$ cat src/rtl/desc_chain_pkg.sv
package desc_chain_pkg;

    typedef enum logic [1:0] {
        SEQ_IDLE  = 2'd0,
        SEQ_FETCH = 2'd1,
        SEQ_MOVE  = 2'd2
    } seq_state_e;

    localparam logic [7:0] OFF_COUNT = 8'h00;
    localparam logic [7:0] OFF_SRC   = 8'h10;
    localparam logic [7:0] OFF_DST   = 8'h20;
    localparam logic [7:0] OFF_NEXT  = 8'h30;
    localparam logic [7:0] OFF_CTRL  = 8'h40;
    localparam logic [7:0] OFF_CUR   = 8'h70;
    localparam logic [7:0] OFF_MASK  = 8'h80;
    localparam logic [7:0] OFF_STAT  = 8'hA0;

    localparam int BIT_EN     = 12;
    localparam int BIT_FETCH  = 13;
    localparam int BIT_ACTIVE = 14;
    localparam int BIT_ABORT  = 20;

endpackage

$ cat src/rtl/desc_chain_regs.sv
module desc_chain_regs
    import desc_chain_pkg::*;
#(
    parameter int AW    = 32,
    parameter int LEN_W = 17
) (
    input  logic             clk,
    input  logic             rst_n,
    input  logic             reg_wr,
    input  logic [7:0]       reg_addr,
    input  logic [31:0]      reg_wdata,
    output logic [31:0]      reg_rdata,
    input  logic             active,
    input  logic             done_evt,
    input  logic [LEN_W-1:0] cnt_q,
    input  logic [AW-1:0]    src_q,
    input  logic [AW-1:0]    dst_q,
    input  logic [AW-1:0]    next_q,
    input  logic [AW-1:0]    cur_q,
    output logic             en_q,
    output logic             mask_q,
    output logic             sts_q,
    output logic             fetch_pulse,
    output logic             abort_pulse,
    output logic             irq
);

    logic ctrl_wr;

    assign ctrl_wr     = reg_wr && (reg_addr == OFF_CTRL);
    assign abort_pulse = ctrl_wr && reg_wdata[BIT_ABORT];
    assign fetch_pulse = ctrl_wr && reg_wdata[BIT_FETCH] && !reg_wdata[BIT_ABORT];
    assign irq         = sts_q && mask_q;

    always_ff @(posedge clk) begin
        if (!rst_n) begin
            en_q   <= 1'b0;
            mask_q <= 1'b0;
            sts_q  <= 1'b0;
        end else begin
            if (abort_pulse)
                en_q <= 1'b0;
            else if (ctrl_wr)
                en_q <= reg_wdata[BIT_EN];
            if (reg_wr && reg_addr == OFF_MASK)
                mask_q <= reg_wdata[0];
            if (done_evt)
                sts_q <= 1'b1;
            else if (reg_wr && reg_addr == OFF_STAT)
                sts_q <= sts_q & reg_wdata[0];
        end
    end

    always_comb begin
        reg_rdata = '0;
        case (reg_addr)
            OFF_COUNT: reg_rdata = 32'(cnt_q);
            OFF_SRC:   reg_rdata = 32'(src_q);
            OFF_DST:   reg_rdata = 32'(dst_q);
            OFF_NEXT:  reg_rdata = 32'(next_q);
            OFF_CUR:   reg_rdata = 32'(cur_q);
            OFF_MASK:  reg_rdata[0] = mask_q;
            OFF_STAT:  reg_rdata[0] = sts_q;
            OFF_CTRL: begin
                reg_rdata[BIT_EN]     = en_q;
                reg_rdata[BIT_ACTIVE] = active;
            end
            default:   reg_rdata = '0;
        endcase
    end

endmodule

$ cat src/rtl/desc_chain_seq.sv
module desc_chain_seq
    import desc_chain_pkg::*;
#(
    parameter int AW       = 32,
    parameter int MAX_XFER = 65536,
    parameter int LEN_W    = 17
) (
    input  logic             clk,
    input  logic             rst_n,
    input  logic             fetch_pulse,
    input  logic             abort_pulse,
    input  logic             en,
    input  logic             sw_wr,
    input  logic [7:0]       sw_addr,
    input  logic [31:0]      sw_wdata,
    output logic             mem_req,
    output logic [AW-1:0]    mem_addr,
    input  logic             mem_ack,
    input  logic [31:0]      mem_rdata,
    input  logic             xfer_done,
    output logic             xfer_run,
    output logic             active,
    output logic             done_evt,
    output logic [LEN_W-1:0] cnt_q,
    output logic [AW-1:0]    src_q,
    output logic [AW-1:0]    dst_q,
    output logic [AW-1:0]    next_q,
    output logic [AW-1:0]    cur_q
);

    localparam int         WORDS    = 4;
    localparam int         IDX_W    = $clog2(WORDS);
    localparam logic [IDX_W-1:0] LAST_IDX = IDX_W'(WORDS - 1);

    seq_state_e       state_q, state_d;
    logic [IDX_W-1:0] idx_q;
    logic [AW-1:0]    next_aligned;
    logic             link_end;
    logic             word_take;

    assign next_aligned = {next_q[AW-1:4], 4'b0000};
    assign link_end     = (next_q[AW-1:4] == '0);
    assign word_take    = (state_q == SEQ_FETCH) && mem_ack && !abort_pulse;

    always_comb begin
        state_d = state_q;
        unique case (state_q)
            SEQ_IDLE:  if (fetch_pulse) state_d = SEQ_FETCH;
            SEQ_FETCH: begin
                if (abort_pulse)                      state_d = SEQ_IDLE;
                else if (mem_ack && idx_q == LAST_IDX) state_d = SEQ_MOVE;
            end
            SEQ_MOVE: begin
                if (abort_pulse)          state_d = SEQ_IDLE;
                else if (en && xfer_done) state_d = link_end ? SEQ_IDLE : SEQ_FETCH;
            end
            default:   state_d = SEQ_IDLE;
        endcase
    end

    always_ff @(posedge clk) begin
        if (!rst_n) state_q <= SEQ_IDLE;
        else        state_q <= state_d;
    end

    always_comb begin
        mem_req  = (state_q == SEQ_FETCH);
        mem_addr = cur_q + AW'({idx_q, 2'b00});
        xfer_run = (state_q == SEQ_MOVE) && en;
        active   = (state_q != SEQ_IDLE);
        done_evt = xfer_run && xfer_done && !abort_pulse;
    end

    always_ff @(posedge clk) begin
        if (!rst_n) begin
            idx_q  <= '0;
            cnt_q  <= '0;
            src_q  <= '0;
            dst_q  <= '0;
            next_q <= '0;
            cur_q  <= '0;
        end else begin
            if (sw_wr) begin
                unique case (sw_addr)
                    OFF_COUNT: cnt_q  <= sw_wdata[LEN_W-1:0];
                    OFF_SRC:   src_q  <= sw_wdata[AW-1:0];
                    OFF_DST:   dst_q  <= sw_wdata[AW-1:0];
                    OFF_NEXT:  next_q <= sw_wdata[AW-1:0];
                    default: ;
                endcase
            end
            if (abort_pulse)
                idx_q <= '0;
            else if (word_take)
                idx_q <= idx_q + 1'b1;
            if (word_take) begin
                unique case (idx_q)
                    2'd0: cnt_q <= (mem_rdata > 32'(MAX_XFER)) ? LEN_W'(MAX_XFER)
                                                                : mem_rdata[LEN_W-1:0];
                    2'd1: src_q  <= mem_rdata[AW-1:0];
                    2'd2: dst_q  <= mem_rdata[AW-1:0];
                    default: next_q <= mem_rdata[AW-1:0];
                endcase
            end
            if ((state_q == SEQ_IDLE && fetch_pulse) || (done_evt && !link_end))
                cur_q <= next_aligned;
        end
    end

endmodule

$ cat src/rtl/desc_chain_ctl.sv
module desc_chain_ctl
    import desc_chain_pkg::*;
#(
    parameter  int AW       = 32,
    parameter  int MAX_XFER = 65536,
    localparam int LEN_W    = $clog2(MAX_XFER + 1)
) (
    input  logic             clk,
    input  logic             rst_n,
    input  logic             reg_wr,
    input  logic [7:0]       reg_addr,
    input  logic [31:0]      reg_wdata,
    output logic [31:0]      reg_rdata,
    output logic             mem_req,
    output logic [AW-1:0]    mem_addr,
    input  logic             mem_ack,
    input  logic [31:0]      mem_rdata,
    output logic             xfer_run,
    output logic [AW-1:0]    xfer_src,
    output logic [AW-1:0]    xfer_dst,
    output logic [LEN_W-1:0] xfer_len,
    input  logic             xfer_done,
    output logic             irq
);

    logic             en_q, mask_q, sts_q;
    logic             fetch_pulse, abort_pulse;
    logic             active, done_evt;
    logic [LEN_W-1:0] cnt_q;
    logic [AW-1:0]    src_q, dst_q, next_q, cur_q;

    desc_chain_regs #(.AW(AW), .LEN_W(LEN_W)) u_regs (
        .clk         (clk),
        .rst_n       (rst_n),
        .reg_wr      (reg_wr),
        .reg_addr    (reg_addr),
        .reg_wdata   (reg_wdata),
        .reg_rdata   (reg_rdata),
        .active      (active),
        .done_evt    (done_evt),
        .cnt_q       (cnt_q),
        .src_q       (src_q),
        .dst_q       (dst_q),
        .next_q      (next_q),
        .cur_q       (cur_q),
        .en_q        (en_q),
        .mask_q      (mask_q),
        .sts_q       (sts_q),
        .fetch_pulse (fetch_pulse),
        .abort_pulse (abort_pulse),
        .irq         (irq)
    );

    desc_chain_seq #(.AW(AW), .MAX_XFER(MAX_XFER), .LEN_W(LEN_W)) u_seq (
        .clk         (clk),
        .rst_n       (rst_n),
        .fetch_pulse (fetch_pulse),
        .abort_pulse (abort_pulse),
        .en          (en_q),
        .sw_wr       (reg_wr),
        .sw_addr     (reg_addr),
        .sw_wdata    (reg_wdata),
        .mem_req     (mem_req),
        .mem_addr    (mem_addr),
        .mem_ack     (mem_ack),
        .mem_rdata   (mem_rdata),
        .xfer_done   (xfer_done),
        .xfer_run    (xfer_run),
        .active      (active),
        .done_evt    (done_evt),
        .cnt_q       (cnt_q),
        .src_q       (src_q),
        .dst_q       (dst_q),
        .next_q      (next_q),
        .cur_q       (cur_q)
    );

    assign xfer_src = src_q;
    assign xfer_dst = dst_q;
    assign xfer_len = cnt_q;

endmodule

$ cat config.mk
export PLATFORM = sky130hd
export DESIGN_NAME = desc_chain_ctl
export DESIGN_NICKNAME = d
export VERILOG_FILES = /design/src/rtl/desc_chain_pkg.sv /design/src/rtl/desc_chain_regs.sv /design/src/rtl/desc_chain_seq.sv /design/src/rtl/desc_chain_ctl.sv
export SDC_FILE = /design/constraint.sdc
export NUM_CORES = 1
export LEC_CHECK = 0
export BUFFER_PORTS_ARGS = -buffer_cell sky130_fd_sc_hd__buf_2
export CAP_MARGIN = 10
export CORE_MARGIN = 4
export CORE_UTILIZATION = 55
export DETAILED_ROUTE_END_ITERATION = 6
export PLACE_DENSITY = 0.85
export SLEW_MARGIN = 10
export SYNTH_ARGS = -nofsm -noshare
export SYNTH_HDL_FRONTEND = slang
export SYNTH_SLANG_ARGS = --single-unit
$ cat constraint.sdc
create_clock -name clk -period 10.2 [get_ports clk]
set_input_delay 3.06 -clock clk [delete_from_list [all_inputs] [get_ports clk]]
set_output_delay 3.06 -clock clk [all_outputs]
set_load 0.05 [all_outputs]
==> metrics.csv, run 1 <==
stage,metric,value,unit
logic_synthesis,netlist_area,0.00741,mm^2
logic_synthesis,synth-edff-count,0,
sta,finClkSkew,6.91,ps
global_route,busiest_layer,met2,
placed_design,globalplace.congestion,0.909,
drt,wl_per_cell,20.7,um
drt,drt_wl_total,25700,um
power_and_ir_drop,cellPowerDensity,141,mW/mm^2
sta,period_needed,8590,ps
critical_path,critPathLaunchType,input pin,
floorplan,die_y,124,um
critical_path,crit_type,input pin to output port,
final_layout,syn_to_final_growth,23.6,%
sta,slew_headroom,21.8,%
clocking,ctsHtreeMaxLevel,4,
logic_synthesis,synthTopCellsByCount,"dfxtp_1 (148), nand2_1 (137), mux2i_1 (108)",
global_route,antenna_found_initial,2,
sta,rsz0062_at_grt,false,
floorplan,die-area,0.0154,mm^2
clocking,cts_resized,0,
drt,vias,7956,
global_route,grt_first_pass_wirelength,38600,um
power_and_ir_drop,leakage,4.29,nW
clocking,ctsHoldBuffers,0,
power_and_ir_drop,irDropWorstVdd,0.0000958,V
placed_design,port_buffers,222,
logic_synthesis,yosysUniqueCellTypes,49,
clocking,root_buffer,clkbuf_16,
floorplan,num_rows,42,
sta,tns,0,ps
drt,drtIter0Drc,1013,
drt,drt-vias-per-instance,6.42,
sta,max_clock_freq,116,MHz
floorplan,fp.dieW,124,um
critical_path,required,7140,ps
final_layout,multiInputGateArea,0.00411,mm^2
critical_path,crit_buf_inv,3,
logic_synthesis,ys.flop_type,dfxtp_1,
placed_design,dp_slack,1680,ps
clocking,cts_buffer_depth,2,
critical_path,crit_path_frequent_cell,buf_2,
logic_synthesis,yosysWarnings,0,
critical_path,cp_slowest_stage_delay,750,ps
logic_synthesis,synth_seq_area_share,40.0,%
flow_run,drv_cap,0,
global_route,gr-total-overflow,0,
sta,hold_viol_final,0,
sta,setup_viol,0,
clocking,clkSlewWorstSetupHoldPaths,60,ps
placed_design,dp_hpwl,16800,um
critical_path,cp.arrival,5530,ps
global_route,gr-usage-met1,41.0,%
final_layout,layout-drive-gt1-share,26.3,%
global_route,grt_use_total,32.5,%
logic_synthesis,ys_top_cells_by_area,"dfxtp_1 (40%), mux2i_1 (15%), nand2_1 (6.9%), o21ai_0 (5.2%), a21oi_1 (5.1%)",
critical_path,cp-end-kind,output port,
clocking,numCtsBuffers,17,
sta,worst_slew_pin_slew,1170,ps
global_route,grt_max_degree,71,
logic_synthesis,synth_seq_cells,148,
min_path,hold_class,flip-flop to flip-flop,
global_route,use_met2,52.6,%
final_layout,finalNetCount,1132,
floorplan,start_util,56.0,%
critical_path,cp_top_family,simple AND/OR/NAND/NOR gates,
logic_synthesis,synthArstFlopShare,0,%
critical_path,cp_max_fo,20,
clocking,post_cts_buffers,0,
logic_synthesis,avgSynthCellArea,8.50,um^2
floorplan,core-area,0.0132,mm^2
global_route,grt_pass1_vias,7301,
clocking,cts_tree,yes,
logic_synthesis,synth_largest_area_cell,dfxtp_1,
status,status,"complete, no violations",
sta,drv_slew,0,
final_layout,regArea,0.00296,mm^2
logic_synthesis,syn_inst,872,
sta,period_share,84.3,%
drt,dr.pass1.iters,7,
critical_path,path_cells,buf_2 -> nor4_2 -> and4_1 -> buf_4 -> a22oi_1 -> nand2_1 -> buf_2,
sta,timing.hold.ws,475,ps
critical_path,critPathSlowestCell,and4_1,
floorplan,ios,225,
logic_synthesis,yosys.area.top_type_share,40.0,%
clocking,cts.sinks,148,
logic_synthesis,synth.most_common_cell,dfxtp_1,
final_layout,n_fill_cell,1096,
sta,fin_ws,1610,ps
clocking,insertion_delay,430,ps
drt,ant_nets,0,
drt,drc,0,
global_route,gr-usage-met3,8.99,%
-- state kept, by name (all words and copies together), names as in the netlist --
signal	count
u_regs.en_q	1
u_regs.mask_q	1
u_regs.sts_q	1
u_seq.cnt_q	17
u_seq.cur_q	28
u_seq.dst_q	32
u_seq.idx_q	2
u_seq.next_q	32
u_seq.src_q	32
u_seq.state_q	2
-- cell type report --
cell class                 count  share of cell area (%)
clock buffer                  22                    5.29
clock inverter                10                    1.39
tap                          176                    2.40
antenna                        1                  0.0273
sequential                   148                    32.3
inverter                       8                   0.328
timing repair buffer         235                    13.4
multi-input combinational    640                    44.8
-- metal layers --
| layer | part of all wire, % | vias to the layer above |
|---|---|---|
| li1 | - | 3597 |
| met1 | 39 | 3759 |
| met2 | 47 | 512 |
| met3 | 11 | 86 |
| met4 | 3.5 | 2 |
| met5 | 0.027 | - |
-- logic make-up (layout without fill, tap and decap cells) --
kind of cell               count (synthesis)  after routing  synth area share [%]
AOI/OAI and AO/OA                        254            254                  22.7
xor gates and xnor gates                   1              1                 0.118
adders and majority gates                  5              5                 0.844
buffers and inverters                     85            275                  4.96
DFF                                      148            148                  40.0
muxes                                    109            109                  14.7
other                                      1              3                0.0506
and+or+nand+nor                          269            269                  16.6
-- worst min-delay path, cell delays in order, from the launching register on --
cell	delay [ps]
dfxtp_1	320
nand2_1	50
mux2i_1	50
-- worst paths after layout --
kind         cells past startpoint              from              end  slack [ps]
max                              7       reg_addr[1]    reg_rdata[11]        1610
min                              2   u_seq.cur_q[14]  u_seq.cur_q[14]         470
max reg2reg                      5  u_seq.state_q[0]  u_seq.src_q[19]        7180
min reg2reg                      2   u_seq.cur_q[14]  u_seq.cur_q[14]         470
-- where the power goes --
part,internal (mW),switching (mW),total (mW),leakage [nW]
logic,0.0185,0.0468,0.0653,2.79
clock network,0.408,0.241,0.649,0.305
registers,0.579,0.000566,0.579,1.19
-- cells in the final DEF, fill, tap and decap left out, types with 2 or more instances in the layout --
cell type	netlist	final
dfxtp_1	148	148
nor4_1	15	15
buf_4	3	13
a32oi_1	2	2
a21oi_1	75	75
o21ai_0	77	77
nand4_1	7	7
clkbuf_16	0	17
nor3_2	2	3
bufinv_16	0	3
a222oi_1	15	15
a22o_1	15	15
clkbuf_8	0	4
a221o_1	15	15
nand2_2	0	3
buf_2	18	221
nor2_1	44	44
inv_1	8	8
mux2i_1	108	108
nor3_1	4	3
nand2_1	137	133
nor2b_1	4	4
and2_1	3	3
a22oi_1	13	13
conb_1	1	2
and4_1	2	2
nand3_1	40	40
a311oi_1	32	32
ha_1	5	5
clkinv_2	0	6
o21ai_1	2	2
-- through the flow --
step / cell area, um^2 / power (mW) / util (%) / cells
after floorplan: 7420 / 0.619 / - / 873
after global placement: 8540 / 0.654 / 64.5 / 1207
after detailed placement: 8540 / 0.655 / 64.5 / 1207
after CTS: 9150 / 1.29 / 69.1 / 1239
after global routing: 9160 / 1.33 / 69.2 / 1240
final: 9160 / 1.29 / 69.2 / 1240
Note: power is estimated with default switching activity, not from simulation.
==> inputs of run 2 (changes only) <==
- CORE_UTILIZATION: 55 -> 47
- PLACE_DENSITY: 0.85 -> 0.77
- clock period: 10.2 -> 7.1 ns (I/O delays scaled with it)
==> metrics.csv, run 2 (synthesis gave the netlist of run 1 again) <==
stage,metric,value,unit,change
status,status,"complete, no violations",,
floorplan,core-area,0.0153,mm^2,+16%
floorplan,ios,225,,unchanged
final_layout,syn_to_final_growth,24.9,%,
sta,tns,0,ps,unchanged
sta,drv_slew,0,,unchanged
final_layout,regArea,0.00296,mm^2,unchanged
min_path,hold_class,flip-flop to flip-flop,,
placed_design,globalplace.congestion,0.859,,-5.4%
floorplan,die-area,0.0178,mm^2,+16%
power_and_ir_drop,seqPwrFrac,45.3,%,+0.5 points
sta,fin_ws,686,ps,-920 ps
final_layout,finalNetCount,1138,,+0.53%
critical_path,crit_buf_inv,2,,-1
sta,setup_viol,0,,unchanged
drt,vias,7757,,-2.5%
critical_path,cp_max_fo,4,,-80%
clocking,ctsHtreeMaxLevel,4,,unchanged
flow_run,drv_cap,0,,unchanged
sta,period_needed,6410,ps,
critical_path,critPathLaunchType,input pin,,
critical_path,crit_type,input pin to output port,,
power_and_ir_drop,leakage,4.30,nW,+0.33%
final_layout,multiInputGateArea,0.00410,mm^2,-0.12%
final_layout,final_cell_mix,"buf_2 (221), dfxtp_1 (148), nand2_1 (133)",,
clocking,post_cts_buffers,0,,unchanged
placed_design,dp_hpwl,17400,um,+3.2%
global_route,grt_use_total,28.6,%,-3.9 points
final_layout,top_regs,"u_seq.dst_q (32), u_seq.next_q (32), u_seq.src_q (32)",,
sta,timing.hold.ws,476,ps,+0.860 ps
critical_path,cp.arrival,4280,ps,-1250 ps
final_layout,final_common_cell,buf_2,,
final_layout,n_fill_cell,1406,,+28%
critical_path,cp_slowest_stage_delay,590,ps,-160 ps
clocking,numCtsBuffers,17,,unchanged
drt,drt-vias-per-instance,6.06,,-5.6%
sta,hold_viol_final,0,,unchanged
global_route,gr-total-overflow,0,,unchanged
power_and_ir_drop,cellPowerDensity,199,mW/mm^2,+41%
critical_path,required,4970,ps,-2170 ps
sta,worst_slew_pin_slew,1230,ps,+60.4 ps
power_and_ir_drop,total_power,1.84,mW,+42%
global_route,grt_first_pass_wirelength,40600,um,+5.2%
placed_design,port_buffers,222,,unchanged
floorplan,num_rows,45,,+7.1%
clocking,clkSlewWorstSetupHoldPaths,60,ps,about the same
floorplan,die_y,134,um,+7.6%
drt,wl_per_cell,20.3,um,-1.8%
global_route,grt_max_degree,65,,-8.5%
sta,rsz0062_at_grt,false,,
sta,slew_headroom,17.8,%,-4.0 points
floorplan,fp.dieW,134,um,+7.6%
power_and_ir_drop,p_switching,417,uW,+45%
floorplan,start_util,48.4,%,-7.6 points
critical_path,cp_top_family,simple AND/OR/NAND/NOR gates,,
sta,period_share,90.3,%,
global_route,grt_pass1_vias,7148,,-2.1%
clocking,ctsHoldBuffers,0,,unchanged
critical_path,cp-end-kind,output port,,
power_and_ir_drop,power_frac_comb,5.1,%,about the same
drt,drt_wl_total,26100,um,+1.4%
clocking,root_buffer,clkbuf_16,,
clocking,cts_resized,0,,unchanged
critical_path,path_cells,buf_2 -> or4_4 -> or3_1 -> a2111oi_0 -> a21oi_1 -> nand3_1 -> buf_2,,
power_and_ir_drop,internal-power,1.42,mW,+41%
critical_path,crit_path_frequent_cell,buf_2,,
clocking,insertion_delay,430,ps,about the same
critical_path,critPathSlowestCell,or4_4,,
sta,finClkSkew,12.4,ps,+5.46 ps
placed_design,dp_slack,708,ps,-968 ps
drt,drtIter0Drc,789,,-22%
clocking,cts_tree,yes,,
global_route,antenna_found_initial,2,,unchanged
drt,dr.pass1.iters,5,,-2
clocking,cts_buffer_depth,2,,unchanged
power_and_ir_drop,p_sw_share,22.7,%,+0.39 points
drt,drc,0,,unchanged
sta,max_clock_freq,156,MHz,
final_layout,layout-drive-gt1-share,26.7,%,+0.32 points
clocking,cts.sinks,148,,unchanged
power_and_ir_drop,clock_power_share,49.6,%,-0.6 points
drt,ant_nets,0,,unchanged
power_and_ir_drop,irDropWorstVdd,0.000164,V,+71%
[run 2: cell types whose count changed in the layout (fill, tap and decap cells not counted), moves of 2 or more]
cell      delta
buf_12       +2
buf_4        +4
clkinv_2     -2
clkinv_4     +2
[run 2: power by group through the flow]
stage | Clock [mW] | Combinational (mW) | Sequential [mW]
after global routing | 0.952 | 0.102 | 0.832
after CTS | 0.919 | 0.0921 | 0.832
final | 0.912 | 0.0944 | 0.832
after global placement | 0 | 0.0909 | 0.850
after detailed placement | 0 | 0.0915 | 0.850
after floorplan | 0 | 0.0364 | 0.852
[run 2: final cells by class]
type                            instances  area share, %
Multi-Input combinational cell        640           44.3
Sequential cell                       148           32.0
Timing Repair Buffer                  241           14.0
Clock buffer                           24           5.42
Tap cell                              211           2.85
Clock inverter                          8           1.05
Inverter                                8          0.324
Antenna cell                            1         0.0270
[run 2: stage by stage]
step | util [%] | area, um^2 | std cells
finish | 60.4 | 9260 | 1281
global route | 60.4 | 9260 | 1281
CTS | 60.4 | 9250 | 1280
detailed placement | 56.5 | 8650 | 1248
global placement | 56.5 | 8650 | 1248
floorplan | - | 7420 | 873
[run 2: path summary, 6_finish.rpt]
kind | startpoint | to | slack [ps] | cells past startpoint
hold reg to reg | u_seq.cur_q[13] | u_seq.cur_q[13] | 480 | 2
setup reg to reg | u_seq.state_q[1] | u_seq.src_q[6] | 4240 | 5
hold / removal | u_seq.cur_q[13] | u_seq.cur_q[13] | 480 | 2
setup / recovery | reg_addr[1] | reg_rdata[14] | 690 | 7
[run 2: metal layers]
layer | up-vias | wire (um) | GRT usage (%)
met5 | - | 7 | 0
met4 | 2 | 582 | 9.71
met3 | 51 | 2350 | 6.16
met2 | 438 | 12300 | 45.7
met1 | 3663 | 10800 | 38.5
li1 | 3603 | - | -
[run 2: tightest hold or removal path: cells and delay by family, from the launching register on]
kind / cells / cell delay, ps
flops: 1 / 320
simple gates: 1 / 60
mux: 1 / 60
